--- src/rtl/pbtc_pkg.sv ---
package pbtc_pkg;

    // Default widths of the count registers and the frame shift.
    localparam int DEF_CNT_W   = 16;
    localparam int DEF_SHIFT_W = 2;

    // Events produced per cycle by the byte path.
    typedef struct packed {
        logic accept;   // byte taken while the request was up
        logic hit;      // that byte completed the period
    } tc_evt_t;

    // Width of the byte total for a given count width and shift width.
    function automatic int xfer_width(input int cnt_w, input int shift_w);
        return cnt_w + (1 << shift_w) - 1;
    endfunction

endpackage

--- src/rtl/pbtc_run_ctl.sv ---
module pbtc_run_ctl (
    input  logic clk,
    input  logic rst,
    input  logic play_en,
    input  logic hold,
    output logic running,
    output logic start,
    output logic dma_req
);
    logic running_q;

    always_ff @(posedge clk) begin
        if (rst) running_q <= 1'b0;
        else     running_q <= play_en;
    end

    assign running = running_q;
    assign start   = play_en & ~running_q;
    assign dma_req = running_q & ~hold;

    // request follows the enable one cycle later
    assert_req_follows_en_R2: assert property (@(posedge clk) disable iff (rst)
        (!$past(rst) && $past(play_en) && !hold) |-> dma_req);
    assert_req_drops_R2: assert property (@(posedge clk) disable iff (rst)
        (!$past(play_en)) |-> !dma_req);
endmodule

--- src/rtl/pbtc_counter.sv ---
module pbtc_counter #(
    parameter int XFER_W = 19
) (
    input  logic              clk,
    input  logic              rst,
    input  logic              clr,
    input  logic              accept,
    input  logic              limit_on,
    input  logic [XFER_W-1:0] target,
    output logic              hit
);
    logic [XFER_W-1:0] xfer_q;
    logic [XFER_W-1:0] xfer_inc;

    assign xfer_inc = xfer_q + XFER_W'(1);
    assign hit      = accept & limit_on & (target != '0) & (xfer_inc == target);

    always_ff @(posedge clk) begin
        if (rst || clr)  xfer_q <= '0;
        else if (hit)    xfer_q <= '0;
        else if (accept) xfer_q <= xfer_inc;
    end

    // total only moves on an accepted byte or a start
    assert_idle_stable_R9: assert property (@(posedge clk) disable iff (rst)
        (!accept && !clr) |=> $stable(xfer_q));
    // a completed period leaves the total at zero
    assert_wrap_on_hit_R4: assert property (@(posedge clk) disable iff (rst)
        hit |=> (xfer_q == '0));
    // a start discards the partial total
    assert_clear_on_start_R6: assert property (@(posedge clk) disable iff (rst)
        clr |=> (xfer_q == '0));
endmodule

--- src/rtl/pbtc_irq_flag.sv ---
module pbtc_irq_flag (
    input  logic clk,
    input  logic rst,
    input  logic set,
    input  logic ack,
    output logic pend
);
    logic pend_q;

    always_ff @(posedge clk) begin
        if (rst)      pend_q <= 1'b0;
        else if (set) pend_q <= 1'b1;
        else if (ack) pend_q <= 1'b0;
    end

    assign pend = pend_q;

    // pending level holds until acknowledged
    assert_irq_sticky_R7: assert property (@(posedge clk) disable iff (rst)
        (pend_q && !ack) |=> pend_q);
    // a completed period always leaves the interrupt pending
    assert_irq_on_hit_R3: assert property (@(posedge clk) disable iff (rst)
        set |=> pend_q);
endmodule

--- src/rtl/pbtc_top.sv ---
module pbtc_top
    import pbtc_pkg::*;
#(
    parameter int CNT_W   = DEF_CNT_W,
    parameter int SHIFT_W = DEF_SHIFT_W
) (
    input  logic               clk,
    input  logic               rst,
    input  logic               play_en,
    input  logic               irq_en,
    input  logic               stop_on_cnt,
    input  logic [CNT_W/2-1:0] cnt_hi,
    input  logic [CNT_W/2-1:0] cnt_lo,
    input  logic [SHIFT_W-1:0] frame_shift,
    input  logic               byte_ack,
    input  logic               irq_ack,
    output logic               dma_req,
    output logic               irq
);
    localparam int XFER_W = xfer_width(CNT_W, SHIFT_W);

    logic              running;
    logic              start;
    logic              hold;
    logic              pend;
    logic [XFER_W-1:0] target;
    tc_evt_t           evt;

    assign target     = XFER_W'({cnt_hi, cnt_lo}) << frame_shift;
    assign hold       = stop_on_cnt & pend;
    assign evt.accept = byte_ack & dma_req;

    pbtc_run_ctl u_run (
        .clk     (clk),
        .rst     (rst),
        .play_en (play_en),
        .hold    (hold),
        .running (running),
        .start   (start),
        .dma_req (dma_req)
    );

    pbtc_counter #(.XFER_W(XFER_W)) u_cnt (
        .clk      (clk),
        .rst      (rst),
        .clr      (start),
        .accept   (evt.accept),
        .limit_on (irq_en),
        .target   (target),
        .hit      (evt.hit)
    );

    pbtc_irq_flag u_flag (
        .clk  (clk),
        .rst  (rst),
        .set  (evt.hit),
        .ack  (irq_ack),
        .pend (pend)
    );

    assign irq = pend;

    // stop-on-count pauses the request while an interrupt waits
    assert_stop_gates_req_R8: assert property (@(posedge clk) disable iff (rst)
        (stop_on_cnt && irq) |-> !dma_req);
    // without the enable no interrupt can appear
    assert_no_irq_disabled_R5: assert property (@(posedge clk) disable iff (rst)
        (!irq_en && !irq) |=> !irq);
    // no request while playback has not been running
    assert_req_needs_run_R2: assert property (@(posedge clk) disable iff (rst)
        dma_req |-> running);
endmodule

--- config.mk ---
export PLATFORM = sky130hd
export DESIGN_NAME = pbtc_top
export DESIGN_NICKNAME = d
export VERILOG_FILES = /design/src/rtl/pbtc_pkg.sv /design/src/rtl/pbtc_run_ctl.sv /design/src/rtl/pbtc_counter.sv /design/src/rtl/pbtc_irq_flag.sv /design/src/rtl/pbtc_top.sv
export SDC_FILE = /design/constraint.sdc
export NUM_CORES = 1
export LEC_CHECK = 0
export ABC_AREA = 1
export BUFFER_PORTS_ARGS = -buffer_cell sky130_fd_sc_hd__buf_2
export CAP_MARGIN = 40
export CELL_PAD_IN_SITES_DETAIL_PLACEMENT = 0
export CELL_PAD_IN_SITES_GLOBAL_PLACEMENT = 2
export CORE_ASPECT_RATIO = 1.4
export CORE_MARGIN = 2
export CORE_UTILIZATION = 31
export DETAILED_ROUTE_END_ITERATION = 7
export PLACE_DENSITY = 0.95
export SLEW_MARGIN = 20
export SYNTH_ARGS = -nofsm -noshare
export SYNTH_HDL_FRONTEND = slang
export SYNTH_SLANG_ARGS = --single-unit
--- constraint.sdc ---
create_clock -name clk -period 3.2 [get_ports clk]
set_clock_uncertainty 0.15 [all_clocks]
set_input_delay 0.16 -clock clk [delete_from_list [all_inputs] [get_ports clk]]
set_output_delay 0.16 -clock clk [all_outputs]
set_load 0.005 [all_outputs]
==> results_dict.tcl <==
set metrics [dict create \
    status "finished, final reports clean" \
    drv_cap 0 \
    finalSetupTns_ps 0 \
    synth_nets 456 \
    ctsHtreeMaxLevel 1 \
    crit_type "reg2reg" \
    wl_um 6660 \
    nFillCells 842 \
    hold_path_end "u_flag.pend$_SDFFE_PP0P_" \
    rsz0062_at_grt "no" \
    first_global_vias 2486 \
    first_pass_iters 4 \
    period_share_pct 77.76 \
    layout_commonest_cell "nand2_1" \
    yosys.area_share.simple_pct 60.34 \
    cp-start-kind "register" \
    p_seq_share_pct 42.6 \
    p_sw_share_pct 35.52 \
    reg2regPathDepth 11 \
    layout-drive-gt1-share_pct 9.534 \
    max-vdd-ir-drop_v 0.0001262 \
    die_w_um 75.44 \
    wl_per_cell_um 12.20 \
    yosysSeqAreaShare_pct 18.98 \
    synth_adder_area_share_pct 0.5650 \
    grt_max_degree 25 \
    reg2reg_from "u_cnt.xfer_q[2]$_SDFFE_PP0P_" \
    syn-cell-area_mm2 0.002215 \
    final_cells 546 \
    synth_compound_area_share_pct 7.853 \
    post_cts_resized 0 \
    yosys-top-cells-area "nand2_1 (33%), dfxtp_1 (19%), nand3_1 (13%)" \
    slew_violations 0 \
    hp-start "irq_ack" \
    synthDistinctLibCells 25 \
    hold_path_depth 4 \
    hold_violations 0 \
    worst-path-buf-inv 0 \
    dpl.hpwl_um 5426 \
    final_core_util_pct 35.37 \
    hp-class "in2reg" \
    place_worst_setup_slack_ps 478.8 \
    combinationalPowerShare_pct 28.4 \
    antenna_cells 0 \
    setup_violations 0 \
    multiInputGateArea_mm2 0.001558 \
    vias 2613 \
    clkSlewWorstSetupHoldPaths_ps 90 \
    drc 0 \
    ant_nets 0 \
    final_cell_mix "nand2_1 (192), nand3_1 (58), nor2_1 (46)" \
    critical-path-slowest-cell "dfxtp_1" \
    internal-power_uw 421.7 \
    crit_chain "nand3_1 > nor2_2 > nand2_1 > nand2_1 > nand3_1 > nand2_1 > nand3_1 > nor2_1 > nand3_2 > nand2_4 > nor2_1" \
    critPathMaxFanout 19 \
    synth_mux_area_share_pct 0 \
    num_io_pins 27 \
    synth.largest_area_cell "nand2_1" \
    synth_top_family_by_area "simple AND/OR/NAND/NOR gates" \
    required_ps 3220 \
    numCtsBuffers 3 \
    core_mm2 0.006937 \
    postCtsSetupBuffers 0 \
    syn_avg_cell_area_um2 5.150 \
    clockPowerShare_pct 29.0 \
    seqCellArea_um2 420.4 \
    ff2ff_setup_slack_ps 710 \
    clk-insertion-delay-late_ps 280 \
    synth_top_area_share_pct 32.54 \
    start_util_pct 31.93 \
    drtIter0Drc 102 \
    cp_slowest_stage_delay_ps 450 \
    p_total_uw 654.0 \
    grt.total_usage_pct 18.27 \
    switchingPower_uw 232.3 \
    timing.fmax_mhz 401.9 \
    core.rowCount 36 \
    cts.sinks 21 \
    finalNetCount 478 \
    routed_via_density 4.786 \
    portBuffers 26 \
    path_delay_family "simple AND/OR/NAND/NOR gates" \
    critPathCaptureType "register" \
    leakage_nw 1.213 \
    root_buffer "clkbuf_8" \
    antenna_found_initial 0 \
    overflow 0 \
    syn_inst 430 \
    ys_seq_elements 21 \
    yosysWarnings 0 \
    fp.dieH_um 104.0 \
    cts_tree "yes" \
    setup_ws_ps 711.8 \
    relSlewSlack_pct 54.59 \
    cellPowerDensity_mw_per_mm2 266.5 \
    synth_xor_area_share_pct 1.582 \
    die_area_mm2 0.007846 \
    grt_pass1_wl_um 11300 \
    area_growth_pct 10.79 \
    clockBufferDepth 2 \
    place_congestion 0.8495 \
    worstReg2RegEnd "u_cnt.xfer_q[10]$_SDFFE_PP0P_" \
    place_inst 540 \
    fin_crit_ps 2488 \
    arrival_ps 2500 \
    tightest_slew_ps 680.4 \
]
## metal layers
layer	track usage (%)	vias up	routed length [um]	share of wire, %
li1	-	1405	-	-
met1	21.83	1153	2798	42
met2	33.04	44	3515	53
met3	0.7752	11	167	2.5
met4	6.642	0	178	2.7
met5	0	-	0	0
## sequential cells by signal, summed over array words and instances, names as in the netlist
register	cells
u_cnt.xfer_q	19
u_flag.pend	1
u_run.running	1
## area by class of cell
type                            instances  area share [%]
Inverter                               42           6.527
Multi-Input combinational cell        356           63.49
Sequential cell                        21           17.13
Timing Repair Buffer                   28           6.119
Clock buffer                            3           1.683
Clock inverter                          1          0.2040
Tap cell                               95           4.844
## metrics by stage
stage / instance area [um2] / hold WS [ps]
after global routing: 2454 / 25.99
after global placement: 2387 / 213.8
final: 2454 / 7.789
after detailed placement: 2387 / 216.1
after floorplan: 2215 / 79.07
after CTS: 2454 / 11.28
## worst reg2reg max path: cells and delay by family (launching register included)
kind,cells,cell delay (ps)
DFF,1,450
and+or+nand+nor,11,1780
## power groups by stage
stage               Combinational (mW)  Sequential (mW)  Clock, mW
floorplan                        0.138            0.282          0
CTS                              0.188            0.279      0.195
global placement                 0.184            0.285          0
finish                           0.186            0.279      0.190
global route                     0.217            0.280      0.200
detailed placement               0.185            0.285          0
## synth_stat cells
library cell / n
nand2_1: 192
nand3_1: 58
nor2_1: 46
inv_1: 40
o21ai_0: 27
dfxtp_1: 21
nand4_1: 8
nor2_2: 6
a21oi_1: 4
buf_2: 3
buf_4: 3
nand3b_1: 3
buf_6: 2
clkbuf_1: 2
nand3_2: 2
o21ai_1: 2
xnor2_1: 2
xor2_1: 2
dlygate4sd1_1: 1
ha_1: 1
inv_2: 1
inv_4: 1
nand2_4: 1
nor2_4: 1
o21ai_2: 1
## repair_timing
item | in CTS | in global routing
hold buffers | 2 | 0
setup endpoints to repair | 0 | 0
endpoints found under the hold margin | 2 | 0
## cell families after synthesis
kind of cell | after synthesis
adders and majority gates | 1
buffers and inverters | 53
xor gates and xnor gates | 4
and+or+nand+nor | 317
DFF | 21
AOI/OAI and AO/OA | 34
## worst max path at each step
stage / end / cells after the start / from
after global placement: u_cnt.xfer_q[1]$_SDFFE_PP0P_ / 12 / frame_shift[1]
after detailed placement: u_cnt.xfer_q[3]$_SDFFE_PP0P_ / 11 / frame_shift[1]
after CTS: u_cnt.xfer_q[18]$_SDFFE_PP0P_ / 11 / u_cnt.xfer_q[2]$_SDFFE_PP0P_
after floorplan: u_cnt.xfer_q[18]$_SDFFE_PP0P_ / 15 / u_cnt.xfer_q[0]$_SDFFE_PP0P_
final: u_cnt.xfer_q[10]$_SDFFE_PP0P_ / 11 / u_cnt.xfer_q[2]$_SDFFE_PP0P_
after global routing: u_cnt.xfer_q[9]$_SDFFE_PP0P_ / 12 / frame_shift[1]
No activity file was read; power rests on OpenSTA's default activity.
